===== src/rtl/rs485_de_ctrl.sv =====
module rs485_de_ctrl #(
  parameter int          GUARD_W    = 8,
  parameter int          MODE_W     = 4,
  parameter [MODE_W-1:0] RS485_CODE = 'h1
) (
  input  logic               clk,
  input  logic               rst_n,
  input  logic [MODE_W-1:0]  mode_sel,
  input  logic               sw_rts,
  input  logic               tx_busy,
  input  logic               char_done,
  input  logic               bit_tick,
  input  logic [GUARD_W-1:0] guard_len,
  output logic               tx_empty,
  output logic               rts
);

  localparam logic [GUARD_W-1:0] GZERO = '0;

  logic [GUARD_W-1:0] gap_q, gap_d;
  logic               empty_d;
  logic               rs485_on;

  assign rs485_on = (mode_sel == RS485_CODE);

  always_comb begin
    gap_d = gap_q;
    if (char_done)
      gap_d = guard_len;
    else if (tx_busy)
      gap_d = GZERO;
    else if (bit_tick && gap_q != GZERO)
      gap_d = gap_q - 1'b1;
  end

  assign empty_d = !tx_busy && !char_done ? (gap_d == GZERO)
                                          : (char_done && !tx_busy && gap_d == GZERO);

  always_ff @(posedge clk or negedge rst_n) begin
    if (!rst_n) begin
      gap_q    <= GZERO;
      tx_empty <= 1'b1;
      rts      <= 1'b0;
    end else begin
      gap_q    <= gap_d;
      tx_empty <= empty_d;
      rts      <= rs485_on ? !empty_d : sw_rts;
    end
  end

endmodule


===== config.mk =====
export PLATFORM = sky130hd
export DESIGN_NAME = rs485_de_ctrl
export DESIGN_NICKNAME = d
export VERILOG_FILES = /design/src/rtl/rs485_de_ctrl.sv
export SDC_FILE = /design/constraint.sdc
export NUM_CORES = 1
export LEC_CHECK = 0
export BUFFER_PORTS_ARGS = -buffer_cell sky130_fd_sc_hd__buf_4
export CAP_MARGIN = 25
export CORE_UTILIZATION = 52
export CTS_BUF_LIST = sky130_fd_sc_hd__clkbuf_4 sky130_fd_sc_hd__clkbuf_8
export DETAILED_ROUTE_END_ITERATION = 12
export PLACE_DENSITY = 0.8
export SKIP_CTS_REPAIR_TIMING = 1
export SLEW_MARGIN = 15
export SYNTH_ARGS = -nofsm -noshare
export SYNTH_HDL_FRONTEND = slang
export SYNTH_SLANG_ARGS = --single-unit

===== constraint.sdc =====
create_clock -name clk -period 3.45 [get_ports clk]
set_input_delay 0.1725 -clock clk [delete_from_list [all_inputs] [get_ports clk]]
set_output_delay 0.1725 -clock clk [all_outputs]
set_load 0.05 [all_outputs]

; Yosys cells after proc, flatten, opt, wreduce, memory -nomap -nowiden
; Index checks and enable logic that the tools add are counted.
[word_totals]
reg_bits = 10
out_inout_bits = 2
input_bits = 18
[classes]
n_addsub = 1
n_reduce_logical = 9
muxes = 5
eq_ne = 1
[op_table]
columns = cell, n
row1 = 8-bit two-way mux, 3
row2 = 8-bit logical NOT, 1
row3 = 8-bit nonzero test, 1
row4 = "8-bit by 1-bit subtractor with 8-bit output, second input constant", 1
row5 = "4-bit by 1-bit == test with 1-bit output, second input constant", 1
row6 = 1-bit logical AND, 4
row7 = 1-bit logical NOT, 3
row8 = 1-bit two-way mux, 2

; Longest topological paths before layout
[logic_depth]
ltp_word = 10
ltp_mapped = 8

; Worst setup path after synthesis
; OpenSTA, ideal clock, no wires.
[synth_path]
path_kind = register -> register
from = register gap_q[0]
to = register rts
path_buffers = 0
setup_time_ps = 135
arrival_ps = 2264
path_stages_with_launch = 8
slack_ps = 1052
cell_sequence = dfrtp_1 inv_1 ha_1 or4b_1 a221o_1 or4b_4 nor4_4 a21oi_2
[synth_via]
elab_chain_len = 10
[synth_rtl]
columns = item, line_no
row1 = from (decl), 20  ; logic [GUARD_W-1:0] gap_q, gap_d;
row2 = from (signal assigned), 45  ; gap_q <= gap_d;
row3 = branches (longest 2 deep; another with 8-bit by 1-bit subtractor with 8-bit output), --
row4 = 8-bit two-way mux *, 32  ; else if (bit_tick && gap_q != GZERO)
row5 = 8-bit two-way mux *, 30  ; else if (tx_busy)
row6 = 8-bit two-way mux *, 28  ; if (char_done)
row7 = via gap_d[4], 20
row8 = 8-bit logical NOT *, "36, 37"
row9 = 1-bit logical AND, 37  ; : (char_done && !tx_busy && gap_d == GZERO);
row10 = 1-bit two-way mux *, 36  ; assign empty_d = !tx_busy && !char_done ? (gap_d == GZERO)
row11 = via empty_d, 21  ; logic empty_d;
row12 = 1-bit logical NOT *, 47  ; rts <= rs485_on ? !empty_d : sw_rts;
row13 = 1-bit two-way mux *, 47
row14 = to (signal assigned), 47
row15 = to (decl), 15  ; output logic rts
; Mark *: on every way through the listed nets, which the timed path passes.

; Worst setup path in the final report
[layout_path]
from = register gap_q[1]
to = register rts
; Same word-level chain as after synthesis.

==> reports/results.ini <==
[status]
status = finished clean

[routing]
vias = 634
first_pass_iters = 4
drtIter0Drc = 5
ant_nets = 0
route.detailed.wl_per_inst_um = 16.26
vias_per_cell = 6.155
wl_mm = 1.675
drc = 0

[hold_path]
min-delay-start = guard_len[0]
hold_path_class = in -> reg
holdPathEnd = gap_q[0]
hold_depth = 3

[setup_path]
worstReg2RegStart = gap_q[1]
arrival_ns = 2.73
crit_required_ns = 3.61
worstRegToRegCells = 8
critPathCaptureType = register
reg2reg_to = rts
crit_type = reg -> reg
crit_fanout = 5
cp-start-kind = register
r2r_slack_ns = 0.88

[cts]
clk_latency_ns = 0.28
cts.clk_slew.worst_paths_ns = 0.07
htreeDepth = 1
cts_tree = built
cts_sinks = 10
ctsLongestPathBuffers = 2
cts_buffers = 3
ctsRootBufferMaster = clkbuf_4

[synth]
yosysMostFrequentCell = dfrtp_1
yosys_warnings = 0
synthTopCellsByArea = dfrtp_1, a221o_1, dfstp_2, ha_1, nor2_1
synth.avg_cell_area_um2 = 10.16
yosys.area.top_type = dfrtp_1
ys.flop_type = dfrtp_1
ys_types = 38
syn-num-nets = 87
synth.top_cell.area_share_pct = 33.09
synthTopCellsByCount = dfrtp_1, nor2_1
seq_area_frac_synth_pct = 36.95
ys_seq_elements = 10
async_reset_ff_share_pct = 100.0
synth_edf_count = 0
syn-cell-area_um2 = 680.7
synthCells = 67

[sta]
setup_viol_count_final = 0
post-route-period-util_pct = 74.56
hold_viol = 0
clock.fmax_mhz = 388.7
grt_setup_unrepaired = false
whs_ns = 0.1216
max-slew-margin-rel_pct = 65.73
post-route-min-period_ns = 2.572
clock_skew_ns = 0.008787
worstMarginPinSlew_ns = 0.5121
slew_violations = 0
finalSetupTns_ns = 0

[global_routing]
grt_overflow = 0
grt_pass1_vias = 596
grt_pass1_wl_mm = 2.628
grt_use_total_pct = 27.92
grt_antenna_before_repair = 0
grt_max_degree = 16

[die]
start_util_pct = 58.87
die_area_um2 = 1458
ioPinCount = 20
die_w_um = 38.18
core.rowCount = 12
design.core.area_um2 = 1156
die_h_um = 38.18

[place]
routabilityCongestion = 0.7672
port_buffers = 19
post-dp-hpwl_mm = 1.311

[final_layout]
final.fill_count = 90
diodes = 0
areaGrowthSynthToFinish_pct = 29.04
drive_gt1_share_pct = 35.96
nNetsFinal = 110

[run]
maxCapViolations = 0

[pwr]
post-layout-total-power_mw = 0.3363
power.density_nw_per_um2 = 382.8
ir_worst_vdd_mv = 0.2795
leakage_nw = 0.3987

==> state kept, by name, summed over array words and instances (netlist names) <==
register and cells:
gap_q 8, rts 1, tx_empty 1
==> final cells by class <==
cell class                      count  area (um^2)  share of cell area [%]
Clock buffer                        4        36.28                   4.131
Timing Repair Buffer               20        152.6                   17.38
Multi-Input combinational cell     52        409.1                   46.58
Tap cell                           14        17.52                   1.994
Inverter                            3        11.26                   1.282
Sequential cell                    10        251.5                   28.63
==> metrics by stage <==
stage / cell area (um^2) / setup WS, ns / cells / utilization (%)
global placement: 832.0 / 0.9471 / 98 / 71.97
CTS: 868.3 / 0.8846 / 102 / 75.11
floorplan: 680.7 / 1.052 / 67 / -
global route: 878.3 / 0.7046 / 103 / 75.97
detailed placement: 832.0 / 0.8911 / 98 / 71.97
finish: 878.3 / 0.8775 / 103 / 75.97
==> routing by layer <==
metal  wire (um)  vias up  share of wire [%]  track usage [%]
li1            -      305                  -                -
met1         729      304                 44            34.07
met2         844       20                 50            44.07
met3          69        5                4.1            8.721
met4          30        0                1.8            13.39
met5           0        -                  0                0
==> critical path, cell delays in order, from the launching register on <==
cell and delay (ns):
dfrtp_1 0.41, inv_1 0.09, ha_1 0.17, nor4b_2 0.39, a2111oi_0 0.18, a221o_1 0.32
or4b_4 0.50, nor4_4 0.31, a21oi_2 0.08
==> cell usage in the layout (no fill, tap or decap), types with 2 or more instances in the layout <==
cell type	n
a32oi_1	2
nor2_1	6
or4b_1	2
clkbuf_4	3
ha_1	2
buf_4	19
or2_2	2
a221o_1	3
and2b_1	2
a21oi_1	3
dfrtp_1	9
nor3_1	2
inv_1	3
nand2_1	3
o21ai_1	2
a22o_1	2
==> power breakdown <==
part           leakage [nW]  internal (mW)  switching [mW]
clock network        0.0210         0.0642          0.0450
logic                 0.256         0.0429          0.0450
registers             0.122          0.127          0.0121
==> kinds of logic after synthesis <==
| logic type | Yosys count | share of synthesized area [%] |
|---|---|---|
| AO/OA/AOI/OAI | 20 | 24.27 |
| XOR/XNOR | 2 | 2.574 |
| adder cells (fa/ha/maj) | 2 | 3.676 |
| buffers and inverters | 5 | 2.940 |
| flip-flops | 10 | 36.95 |
| multiplexers | 1 | 1.471 |
| AND/OR/NAND/NOR | 27 | 28.12 |
==> worst max path at each step <==
stage	start	end	slack, ns
6_report	gap_q[1]	rts	0.88
5_1_grt	gap_q[1]	rts	0.70
4_1_cts	gap_q[1]	rts	0.88
3_5_place_dp	gap_q[1]	rts	0.89
3_3_place_gp	gap_q[1]	rts	0.95
2_1_floorplan	gap_q[0]	rts	1.05
Note: power is estimated with default switching activity, not from simulation.
